$ cat src/rtl/mtimer_pkg.sv
package mtimer_pkg;
   localparam int unsigned ADDR_W = 12;
   localparam int unsigned DATA_W = 32;

   localparam logic [ADDR_W-1:0] OFF_CTRL     = 12'h000;
   localparam logic [ADDR_W-1:0] OFF_ENABLE   = 12'h100;
   localparam logic [ADDR_W-1:0] OFF_STATUS   = 12'h104;
   localparam logic [ADDR_W-1:0] OFF_TEST     = 12'h108;
   localparam logic [ADDR_W-1:0] OFF_CFG      = 12'h10C;
   localparam logic [ADDR_W-1:0] OFF_CNT_LO   = 12'h110;
   localparam logic [ADDR_W-1:0] OFF_CNT_HI   = 12'h114;
   localparam logic [ADDR_W-1:0] OFF_CMP_BASE = 12'h118;
   localparam int unsigned       CMP_STRIDE   = 8;

   localparam int unsigned CFG_PRE_LSB  = 0;
   localparam int unsigned CFG_STEP_LSB = 16;

   function automatic logic [ADDR_W-1:0] cmp_addr(input int unsigned idx, input logic upper);
      return OFF_CMP_BASE + ADDR_W'(idx * CMP_STRIDE) + (upper ? ADDR_W'(4) : ADDR_W'(0));
   endfunction
endpackage

$ cat src/rtl/mtimer_prescaler.sv
module mtimer_prescaler #(
   parameter int unsigned PRESCALE_W = 12
) (
   input  logic                  clk,
   input  logic                  rst_n,
   input  logic                  en,
   input  logic [PRESCALE_W-1:0] limit,
   output logic                  tick
);
   logic [PRESCALE_W-1:0] div_q;

   assign tick = en && (div_q == limit);

   always_ff @(posedge clk or negedge rst_n) begin
      if (!rst_n)      div_q <= '0;
      else if (!en)    div_q <= '0;
      else if (tick)   div_q <= '0;
      else             div_q <= div_q + PRESCALE_W'(1);
   end
endmodule

$ cat src/rtl/mtimer_counter.sv
module mtimer_counter
   import mtimer_pkg::*;
#(
   parameter int unsigned CNT_W  = 64,
   parameter int unsigned STEP_W = 8
) (
   input  logic              clk,
   input  logic              rst_n,
   input  logic              tick,
   input  logic [STEP_W-1:0] step,
   input  logic              wr_lo,
   input  logic              wr_hi,
   input  logic [DATA_W-1:0] wdata,
   output logic [CNT_W-1:0]  value
);
   localparam int unsigned HI_W = CNT_W - DATA_W;

   always_ff @(posedge clk or negedge rst_n) begin
      if (!rst_n) begin
         value <= '0;
      end else if (wr_lo || wr_hi) begin
         if (wr_lo) value[DATA_W-1:0]     <= wdata;
         if (wr_hi) value[CNT_W-1:DATA_W] <= wdata[HI_W-1:0];
      end else if (tick) begin
         value <= value + CNT_W'(step);
      end
   end
endmodule

$ cat src/rtl/mtimer_compare.sv
module mtimer_compare
   import mtimer_pkg::*;
#(
   parameter int unsigned CNT_W = 64
) (
   input  logic              clk,
   input  logic              rst_n,
   input  logic              wr_lo,
   input  logic              wr_hi,
   input  logic [DATA_W-1:0] wdata,
   input  logic [CNT_W-1:0]  now,
   output logic [CNT_W-1:0]  limit,
   output logic              expired
);
   localparam int unsigned HI_W = CNT_W - DATA_W;

   always_ff @(posedge clk or negedge rst_n) begin
      if (!rst_n) begin
         limit <= '1;
      end else begin
         if (wr_lo) limit[DATA_W-1:0]     <= wdata;
         if (wr_hi) limit[CNT_W-1:DATA_W] <= wdata[HI_W-1:0];
      end
   end

   assign expired = (now >= limit);
endmodule

$ cat src/rtl/mtimer_core.sv
module mtimer_core
   import mtimer_pkg::*;
#(
   parameter int unsigned NUM_TIMERS = 2,
   parameter int unsigned PRESCALE_W = 12,
   parameter int unsigned STEP_W     = 8,
   parameter int unsigned CNT_W      = 64
) (
   input  logic                  clk,
   input  logic                  rst_n,
   input  logic                  reg_req,
   input  logic                  reg_we,
   input  logic [ADDR_W-1:0]     reg_addr,
   input  logic [DATA_W-1:0]     reg_wdata,
   output logic [DATA_W-1:0]     reg_rdata,
   output logic [NUM_TIMERS-1:0] irq
);
   localparam int unsigned HI_W = CNT_W - DATA_W;

   if (NUM_TIMERS < 1 || NUM_TIMERS > 8) begin : g_bad_timers
      $error("NUM_TIMERS must be 1..8");
   end
   if (PRESCALE_W < 1 || PRESCALE_W > CFG_STEP_LSB) begin : g_bad_pre
      $error("PRESCALE_W must fit below the step field");
   end
   if (STEP_W < 1 || STEP_W > 8) begin : g_bad_step
      $error("STEP_W must be 1..8");
   end
   if (CNT_W <= DATA_W || CNT_W > 2 * DATA_W) begin : g_bad_cnt
      $error("CNT_W must be 33..64");
   end

   // register decode
   logic wr_en, hit_ctrl, hit_ie, hit_is, hit_it, hit_cfg, hit_cnt_lo, hit_cnt_hi, cnt_wr;
   assign wr_en      = reg_req && reg_we;
   assign hit_ctrl   = wr_en && (reg_addr == OFF_CTRL);
   assign hit_ie     = wr_en && (reg_addr == OFF_ENABLE);
   assign hit_is     = wr_en && (reg_addr == OFF_STATUS);
   assign hit_it     = wr_en && (reg_addr == OFF_TEST);
   assign hit_cfg    = wr_en && (reg_addr == OFF_CFG);
   assign hit_cnt_lo = wr_en && (reg_addr == OFF_CNT_LO);
   assign hit_cnt_hi = wr_en && (reg_addr == OFF_CNT_HI);
   assign cnt_wr     = hit_cnt_lo || hit_cnt_hi;

   // control and configuration
   logic                  active_q;
   logic [PRESCALE_W-1:0] prescale_q;
   logic [STEP_W-1:0]     step_q;
   logic [NUM_TIMERS-1:0] ie_q;

   always_ff @(posedge clk or negedge rst_n) begin
      if (!rst_n) begin
         active_q   <= 1'b0;
         prescale_q <= '0;
         step_q     <= STEP_W'(1);
         ie_q       <= '0;
      end else begin
         if (hit_ctrl) active_q <= reg_wdata[0];
         if (hit_cfg) begin
            prescale_q <= reg_wdata[CFG_PRE_LSB +: PRESCALE_W];
            step_q     <= reg_wdata[CFG_STEP_LSB +: STEP_W];
         end
         if (hit_ie) ie_q <= reg_wdata[NUM_TIMERS-1:0];
      end
   end

   // time base
   logic             tick;
   logic [CNT_W-1:0] cnt_q;

   mtimer_prescaler #(.PRESCALE_W(PRESCALE_W)) u_pre (
      .clk   (clk),
      .rst_n (rst_n),
      .en    (active_q),
      .limit (prescale_q),
      .tick  (tick)
   );

   mtimer_counter #(.CNT_W(CNT_W), .STEP_W(STEP_W)) u_cnt (
      .clk   (clk),
      .rst_n (rst_n),
      .tick  (tick),
      .step  (step_q),
      .wr_lo (hit_cnt_lo),
      .wr_hi (hit_cnt_hi),
      .wdata (reg_wdata),
      .value (cnt_q)
   );

   // compare channels
   logic [NUM_TIMERS-1:0] expired;
   logic [CNT_W-1:0]      cmp_q [NUM_TIMERS];

   for (genvar j = 0; j < NUM_TIMERS; j++) begin : g_ch
      logic wr_lo_j, wr_hi_j;
      assign wr_lo_j = wr_en && (reg_addr == cmp_addr(j, 1'b0));
      assign wr_hi_j = wr_en && (reg_addr == cmp_addr(j, 1'b1));

      mtimer_compare #(.CNT_W(CNT_W)) u_cmp (
         .clk     (clk),
         .rst_n   (rst_n),
         .wr_lo   (wr_lo_j),
         .wr_hi   (wr_hi_j),
         .wdata   (reg_wdata),
         .now     (cnt_q),
         .limit   (cmp_q[j]),
         .expired (expired[j])
      );
   end

   // sticky status: hardware set and test set win over software clear
   logic [NUM_TIMERS-1:0] is_q, clr_mask, set_mask;
   assign clr_mask = hit_is ? reg_wdata[NUM_TIMERS-1:0] : '0;
   assign set_mask = expired | (hit_it ? reg_wdata[NUM_TIMERS-1:0] : '0);

   always_ff @(posedge clk or negedge rst_n) begin
      if (!rst_n) is_q <= '0;
      else        is_q <= (is_q & ~clr_mask) | set_mask;
   end

   assign irq = is_q & ie_q;

   // read path
   logic [DATA_W-1:0] rd_mux;

   always_comb begin
      rd_mux = '0;
      case (reg_addr)
         OFF_CTRL:   rd_mux[0] = active_q;
         OFF_ENABLE: rd_mux[NUM_TIMERS-1:0] = ie_q;
         OFF_STATUS: rd_mux[NUM_TIMERS-1:0] = is_q;
         OFF_CFG: begin
            rd_mux[CFG_PRE_LSB +: PRESCALE_W] = prescale_q;
            rd_mux[CFG_STEP_LSB +: STEP_W]    = step_q;
         end
         OFF_CNT_LO: rd_mux = cnt_q[DATA_W-1:0];
         OFF_CNT_HI: rd_mux[HI_W-1:0] = cnt_q[CNT_W-1:DATA_W];
         default: ;
      endcase
      for (int j = 0; j < NUM_TIMERS; j++) begin
         if (reg_addr == cmp_addr(j, 1'b0)) rd_mux = cmp_q[j][DATA_W-1:0];
         if (reg_addr == cmp_addr(j, 1'b1)) rd_mux = DATA_W'(cmp_q[j][CNT_W-1:DATA_W]);
      end
   end

   always_ff @(posedge clk or negedge rst_n) begin
      if (!rst_n)                 reg_rdata <= '0;
      else if (reg_req && !reg_we) reg_rdata <= rd_mux;
      else                        reg_rdata <= '0;
   end
endmodule

$ cat config.mk
export PLATFORM = sky130hd
export DESIGN_NAME = mtimer_core
export DESIGN_NICKNAME = d
export VERILOG_FILES = /design/src/rtl/mtimer_pkg.sv /design/src/rtl/mtimer_prescaler.sv /design/src/rtl/mtimer_counter.sv /design/src/rtl/mtimer_compare.sv /design/src/rtl/mtimer_core.sv
export SDC_FILE = /design/constraint.sdc
export NUM_CORES = 1
export LEC_CHECK = 0
export ABC_AREA = 1
export BUFFER_PORTS_ARGS = -buffer_cell sky130_fd_sc_hd__clkbuf_2
export CAP_MARGIN = 0
export CORE_ASPECT_RATIO = 1.1
export CORE_MARGIN = 2
export CORE_UTILIZATION = 55
export DETAILED_ROUTE_END_ITERATION = 12
export PLACE_DENSITY = 0.72
export SLEW_MARGIN = 20
export SYNTH_ARGS = -nofsm -noshare
export SYNTH_HDL_FRONTEND = slang
export SYNTH_HIERARCHICAL = 1
export SYNTH_SLANG_ARGS = --single-unit
$ cat constraint.sdc
create_clock -name clk -period 2.8 [get_ports clk]
set_input_delay 0 -clock clk [delete_from_list [all_inputs] [get_ports clk]]
set_output_delay 0 -clock clk [all_outputs]
set_load 0.01 [all_outputs]
==> summary.txt, run 1 <==
Floorplan
  • DIE AREA: approximately 0.035 sq mm
  • Chip height: between 150 and 200 microns
  • # IOs: slightly above 80
  • Die Span X: 180 microns
  • Cell Rows: 70
  • Initial Util: about 56%
  • Core Box Area: around 0.033 sq mm

Setup path
  • CP cell instances: dlygate4sd3_1 > clkbuf_2 > nor2_2 > dlygate4sd3_1 > nand2_1 > nor2_2 > and2_1 > buf_4 > nand2_1 > nand4_1 > nand2_1 > a21oi_1
  • Worst path arrival time: 3.10 ns
  • Startpoint types: input port
  • CP peak stage delay: roughly 0.57 ns
  • CP Buf/Inv Count: 4
  • Crit path kind: in2reg
  • Crit. End Element: register
  • CP max stage cell: dlygate4sd3_1
  • Most used cell, CP: nand2_1
  • Crit path max fanout: 15
  • Critical Path RT: 3.32 ns
  • Family with the most delay on the worst path: buffers and inverters

Drt
  • Vias: between 15000 and 20000
  • Drt pass-1 iters: 7
  • Drt drc: 0
  • Initial drt markers: 1587
  • Post-detailed-route wirelength per cell: ~21 microns
  • Total Wirelength: 67.1 mm
  • Vias per inst: roughly 5.7
  • Antenna Violating Nets Remaining: 0

CTS
  • Inserted Clock Buffers: 30
  • # clock sinks: approximately 260
  • Worst skew pair latency: 0.60 ns
  • CTS clock-pin slew for the worst setup and hold paths: roughly 0.06 ns
  • CTS tree: done
  • Post-CTS Resized: 0
  • Clock root buffer: clkbuf_16
  • Max Buffers Root-to-Sink: 3
  • H-tree lvl count: 1

STA
  • Clock skew: 0.0312 ns
  • Max-Slew Margin vs Limit: slightly above 50%
  • Period utilization: 92.1%
  • Max Clock Freq: 0.388 GHz
  • Slew Limit Fails: 0
  • Unrepaired setup endpoints after global routing: no
  • Final Critical Period: 2.58 ns
  • Setup violators final: 0
  • Final hold vios: 0
  • PnR worst setup slack: 0.220 ns
  • Slew @ Worst Pin: 0.741 ns
  • Setup TNS Final: 0 ns
  • Final hold slack: 0.00799 ns

GRT
  • Largest net degree at the start of global routing: 88
  • GR Util All Layers: 37.7%
  • GRT overflow: 0
  • Vias in the first global route: 18100
  • Initial antenna violation count: 0
  • First-pass GRT wire length: 103 mm

Final layout
  • Area of the multi-input gates: between 0.01 and 0.015 sq mm
  • Nets: 2951
  • Filler cells: 3025
  • Layout area overhead: 13.4%
  • Share of cells above drive strength 1: 16.0%
  • N_diodes: 0
  • Sequential cell area: 0.00669 sq mm

Logic synthesis
  • Ys async rst share: 100%
  • Cell Area, Synth: 0.0187 sq mm
  • Largest family of logic cells by synthesized area: simple AND/OR/NAND/NOR gates
  • Synthesized area per cell: 7.06 sq um
  • Count leader, synth: nand2_1
  • #FFs+latches synth: 261
  • Yosys warnings: 6
  • Sequential-to-total area share from yosys stat: roughly 36%
  • Fraction of the mapped netlist area in adder cells: 9.30%
  • Top post-synthesis cells by area: dfstp_2 18%, dfrtp_1 18%, nand2_1 15%
  • Cell count after synthesis: 2644
  • Synth top area share: a little under a fifth
  • Post-synthesis compound-gate area fraction: 12.7%
  • Post-synth EDFFs: 0
  • Most frequent cells after synthesis: 734 x nand2_1, 335 x inv_1, 283 x nor2_1, 193 x o21ai_0, 183 x a21oi_1
  • Netlist cell types: 49
  • Synth Net Count: 2830
  • Post-synthesis xor/xnor area fraction: 0.704%
  • Simple-Gate Fraction of Synth Area: a little over 30%
  • Post-synth top area cell: dfstp_2
  • Mux cell area share after synthesis: 1.53%
  • Primary FF master, synth: dfrtp_1

Pwr
  • Pwr dens: just over 400 mW/mm^2
  • Leak pwr: 11.1 nW
  • VDD IR-drop max: 0.478 mV

Place
  • Place WS: 0.319 ns
  • Port bufs: 81
  • Post-detail-place hpwl: 49.9 mm
  • GPL Wtd Cong: 0.983

Hold path
  • Hold WC Path Type: in2async

Run
  • Max cap viols: 0

Run status
  • Status: finished, final reports clean
[registers in the layout, summed over array words and instances, names as in the netlist]
signal,cells
is_q,2
reg_rdata,32
g_ch.u_cmp/limit,128
u_pre/div_q,12
active_q,1
step_q,8
prescale_q,12
ie_q,2
u_cnt/value,64
[cell families (layout without fill, tap and decap cells)]
family | Yosys count | count (layout)
AO/OA/AOI/OAI | 448 | 448
XOR/XNOR | 15 | 15
adder cells (fa/ha/maj) | 138 | 138
buffers and inverters | 434 | 579
flip-flops | 261 | 261
multiplexers | 20 | 20
AND/OR/NAND/NOR | 1328 | 1328
[final timing paths]
| kind | start | to | slack, ns | cells after the start |
|---|---|---|---|---|
| max | reg_addr[6] | reg_rdata[23] | 0.22 | 12 |
| min | rst_n | reg_rdata[14] | 0.008 | 2 |
| max reg2reg | u_cnt/value[0] | u_cnt/value[32] | 0.28 | 13 |
| min reg2reg | g_ch[1].u_cmp/limit[33] | g_ch[1].u_cmp/limit[33] | 0.49 | 2 |
| max in group asynchronous | rst_n | u_cnt/value[22] | 1.82 | 3 |
| min in group clk | reg_addr[11] | is_q[1] | 0.03 | 6 |
[area by class of cell]
| class | count | area share, % |
|---|---|---|
| timing repair buffer | 173 | 6.10 |
| inverter | 350 | 6.22 |
| tap | 432 | 2.56 |
| sequential | 261 | 31.6 |
| clock buffer | 44 | 4.38 |
| multi-input combinational | 1949 | 48.5 |
| clock inverter | 12 | 0.603 |
[stage by stage]
stage	cell area, sq um	util, %	total power, mW	std cells
6_report	21200	63.4	8.71	3221
5_1_grt	21200	63.4	8.97	3221
2_1_floorplan	18700	-	4.18	2644
3_3_place_gp	19700	58.9	4.52	3121
4_1_cts	21200	63.4	8.74	3221
3_5_place_dp	19700	58.9	4.53	3121
[power by group]
part | leakage, nW | internal, mW | switching [mW]
Sequential | 3.12 | 3.83 | 0.129
Combinational | 7.48 | 0.194 | 0.376
Clock | 0.523 | 2.47 | 1.71
[layout by cell type, fill, tap and decap left out, drive strengths merged, types with 4 or more instances in the layout]
cell / n
a21o: 8
a21oi: 189
a22oi: 11
a31oi: 8
and2: 4
buf: 49
clkbuf: 124
clkinv: 14
dfrtp: 132
dfstp: 129
dlygate4sd3: 44
ha: 137
inv: 345
mux2: 20
nand2: 757
nand3: 159
nand3b: 6
nand4: 38
nor2: 331
nor3: 19
o21a: 6
o21ai: 216
o22ai: 7
or2: 13
xnor2: 6
xor2: 9
[routing by layer]
metal	vias up	GRT usage (%)	part of all wire [%]
li1	8745	-	-
met1	8654	45.2	38
met2	828	64.6	48
met3	209	4.52	7.1
met4	0	23.9	6.9
met5	-	0	0
[repair_timing]
action,CTS,global route
hold endpoints to repair,330,0
setup buffers,0,0
hold buffers,44,0
(Power assumes the default switching activity.)
==> run 2: changes to the inputs <==
CTS_BUF_LIST = sky130_fd_sc_hd__clkbuf_16   (was not set)
==> run 2 against run 1 <==
Compared with the run above: utilization shrank 0.27 points; critical path depth stayed put; sequential share of layout area rose by 0.14 points; routed wire length is 0.25% lower; combinational power decreased by 0.7%; register-to-register slack worse by 0.02 ns; worst setup slack worse by 0.0053 ns; clock power shrank 6.0%; critical path type unchanged; global-route usage barely moved.
==> summary.txt, run 2 (synthesized netlist as in run 1, its figures left out) <==
GRT
  • Met3 Use GR: under 10%
  • Grt met1 use: 45.1%
  • GR Util All Layers: a little under two fifths
  • GRT busiest layer: met2
  • First-pass GRT wire length: 103 mm
  • M2 GR Usage: 64.5%
  • Vias in the first global route: 18100
  • Initial antenna violation count: 1
  • Largest net degree at the start of global routing: 88
  • GRT overflow: 0

Final layout
  • Nets: 2950
  • Top flop regs: g_ch.u_cmp/limit: 128 flops, u_cnt/value: 64 flops, reg_rdata: 32 flops
  • Share of cells above drive strength 1: 15.7%
  • N_diodes: 0
  • Layout Utilization: 63.1%
  • Layout area overhead: 12.9%
  • Most frequent cells in the layout: 734 x nand2_1, 339 x inv_1, 278 x nor2_1
  • Max reg flops: 128
  • Largest Register: g_ch.u_cmp/limit
  • Cell area after layout: between 0.02 and 0.025 sq mm
  • Most common cell after layout, fill and taps aside: nand2_1

Pwr
  • Leak pwr: 11.1 nW
  • Pwr dens: 402 mW/mm^2
  • VDD IR-drop max: 0.478 mV
  • Register share of total power: a little under half
  • Net switching power: 2.20 mW
  • Int Power: between 6 and 7 mW
  • Switching share of power: between 20% and 30%
  • Clock power frac: 46.5%
  • Combinational Power Share: 6.7%

Drt
  • Vias per inst: 5.72
  • Vias: 18400
  • Drt pass-1 iters: 8
  • Initial drt markers: 1675
  • Drt drc: 0
  • Total Wirelength: 67.0 mm
  • Antenna Violating Nets Remaining: 0
  • Post-detailed-route wirelength per cell: 20.8 microns

STA
  • Period utilization: 92.3%
  • Final Critical Period: between 2 and 3 ns
  • PnR worst setup slack: about 0.22 ns
  • Max-Slew Margin vs Limit: 50.5%
  • Setup violators final: 0
  • Setup TNS Final: 0 ns
  • Clock skew: about 0.034 ns
  • Slew Limit Fails: 0
  • Max Clock Freq: about 0.39 GHz
  • Slew @ Worst Pin: 0.741 ns
  • Unrepaired setup endpoints after global routing: no
  • Final hold vios: 0

Floorplan
  • # IOs: 82
  • Initial Util: 55.9%
  • Core Box Area: about 0.033 sq mm
  • Chip height: 197 microns
  • Cell Rows: 70
  • Die Span X: 180 microns
  • DIE AREA: 0.0354 sq mm

Place
  • DP Area: 0.0197 sq mm
  • Post-detail-place hpwl: around 50 mm
  • GPL Wtd Cong: 0.983
  • Place WS: 0.319 ns
  • Port bufs: 81

Setup path
  • Critical Path RT: 3.32 ns
  • Crit. End Element: register
  • Cells on worst reg2reg path: 13
  • Reg-to-reg setup timing slack: about 0.26 ns
  • Worst path arrival time: between 3 and 4 ns
  • Startpoint types: input port
  • Crit path kind: in2reg
  • Crit path max fanout: 15

CTS
  • H-tree lvl count: 1
  • CTS tree: done
  • CTS clock-pin slew for the worst setup and hold paths: 0.06 ns
  • Worst skew pair latency: 0.60 ns
  • Postcts setup bufs: 0
  • # clock sinks: 261
  • Max Buffers Root-to-Sink: 3
  • Inserted Clock Buffers: 30
  • Clock root buffer: clkbuf_16

Run status
  • Status: finished, final reports clean

Hold path
  • Hold WC Path Type: in2async

Run
  • Max cap viols: 0
run 2: cell count changes in the layout (fill, tap and decap cells not counted):
| cell | previous run | this run |
|---|---|---|
| inv_1 | 335 | 339 |
| clkinv_1 | 4 | 12 |
| dlygate4sd3_1 | 44 | 43 |
| clkbuf_8 | 8 | 0 |
| clkbuf_1 | 4 | 0 |
run 2: worst max-delay path: stages:
cell           delay [ns]
dlygate4sd3_1        0.54
clkbuf_2             0.12
nor2_2               0.11
dlygate4sd3_1        0.56
nand2_1              0.08
nor2_2               0.48
and2_1               0.28
buf_4                0.28
nand2_1              0.21
nand4_1              0.23
nand2_1              0.08
a21oi_1              0.12
run 2: power by group through the flow:
| stage | registers, mW | logic, mW | clock network, mW |
|---|---|---|---|
| detailed placement | 4.02 | 0.513 | 0 |
| finish | 3.96 | 0.566 | 3.93 |
| CTS | 3.96 | 0.562 | 3.98 |
| global placement | 4.02 | 0.502 | 0 |
| floorplan | 3.96 | 0.222 | 0 |
| global route | 3.96 | 0.626 | 4.14 |
run 2: metal layers:
layer  part of all wire, %  vias up
li1                      -     8739
met1                    38     8655
met2                    47      807
met3                   7.1      228
met4                   7.2        2
met5                 0.025        -
run 2: worst paths after layout:
| kind | from | end |
|---|---|---|
| min reg2reg | g_ch[1].u_cmp/limit[33] | g_ch[1].u_cmp/limit[33] |
| min in group clk | reg_addr[4] | is_q[1] |
| min | rst_n | reg_rdata[14] |
| max in group asynchronous | rst_n | u_cnt/value[22] |
| max | reg_addr[6] | reg_rdata[23] |
| max reg2reg | u_cnt/value[0] | u_cnt/value[32] |
run 2: what timing repair did:
action                                 CTS  global route
hold buffers                            43             0
resized for setup                        0             0
endpoints found under the hold margin  330             0
run 2: final cells by class:
| class | instances | area (sq um) |
|---|---|---|
| clock buffer | 32 | 801 |
| tap | 432 | 541 |
| multi-input combinational | 1949 | 10300 |
| timing repair buffer | 172 | 1280 |
| fill | 3046 | 12300 |
| clock inverter | 24 | 173 |
| sequential | 261 | 6690 |
| inverter | 350 | 1320 |
run 2: stage by stage:
| stage | power [mW] | hold slack, ns | std cells |
|---|---|---|---|
| after floorplan | 4.18 | -0.296 | 2644 |
| after global placement | 4.52 | 0.0539 | 3121 |
| after detailed placement | 4.53 | 0.0663 | 3121 |
| after CTS | 8.49 | 0.0000431 | 3220 |
| after global routing | 8.72 | 0.0529 | 3220 |
| final | 8.46 | 0.00822 | 3220 |
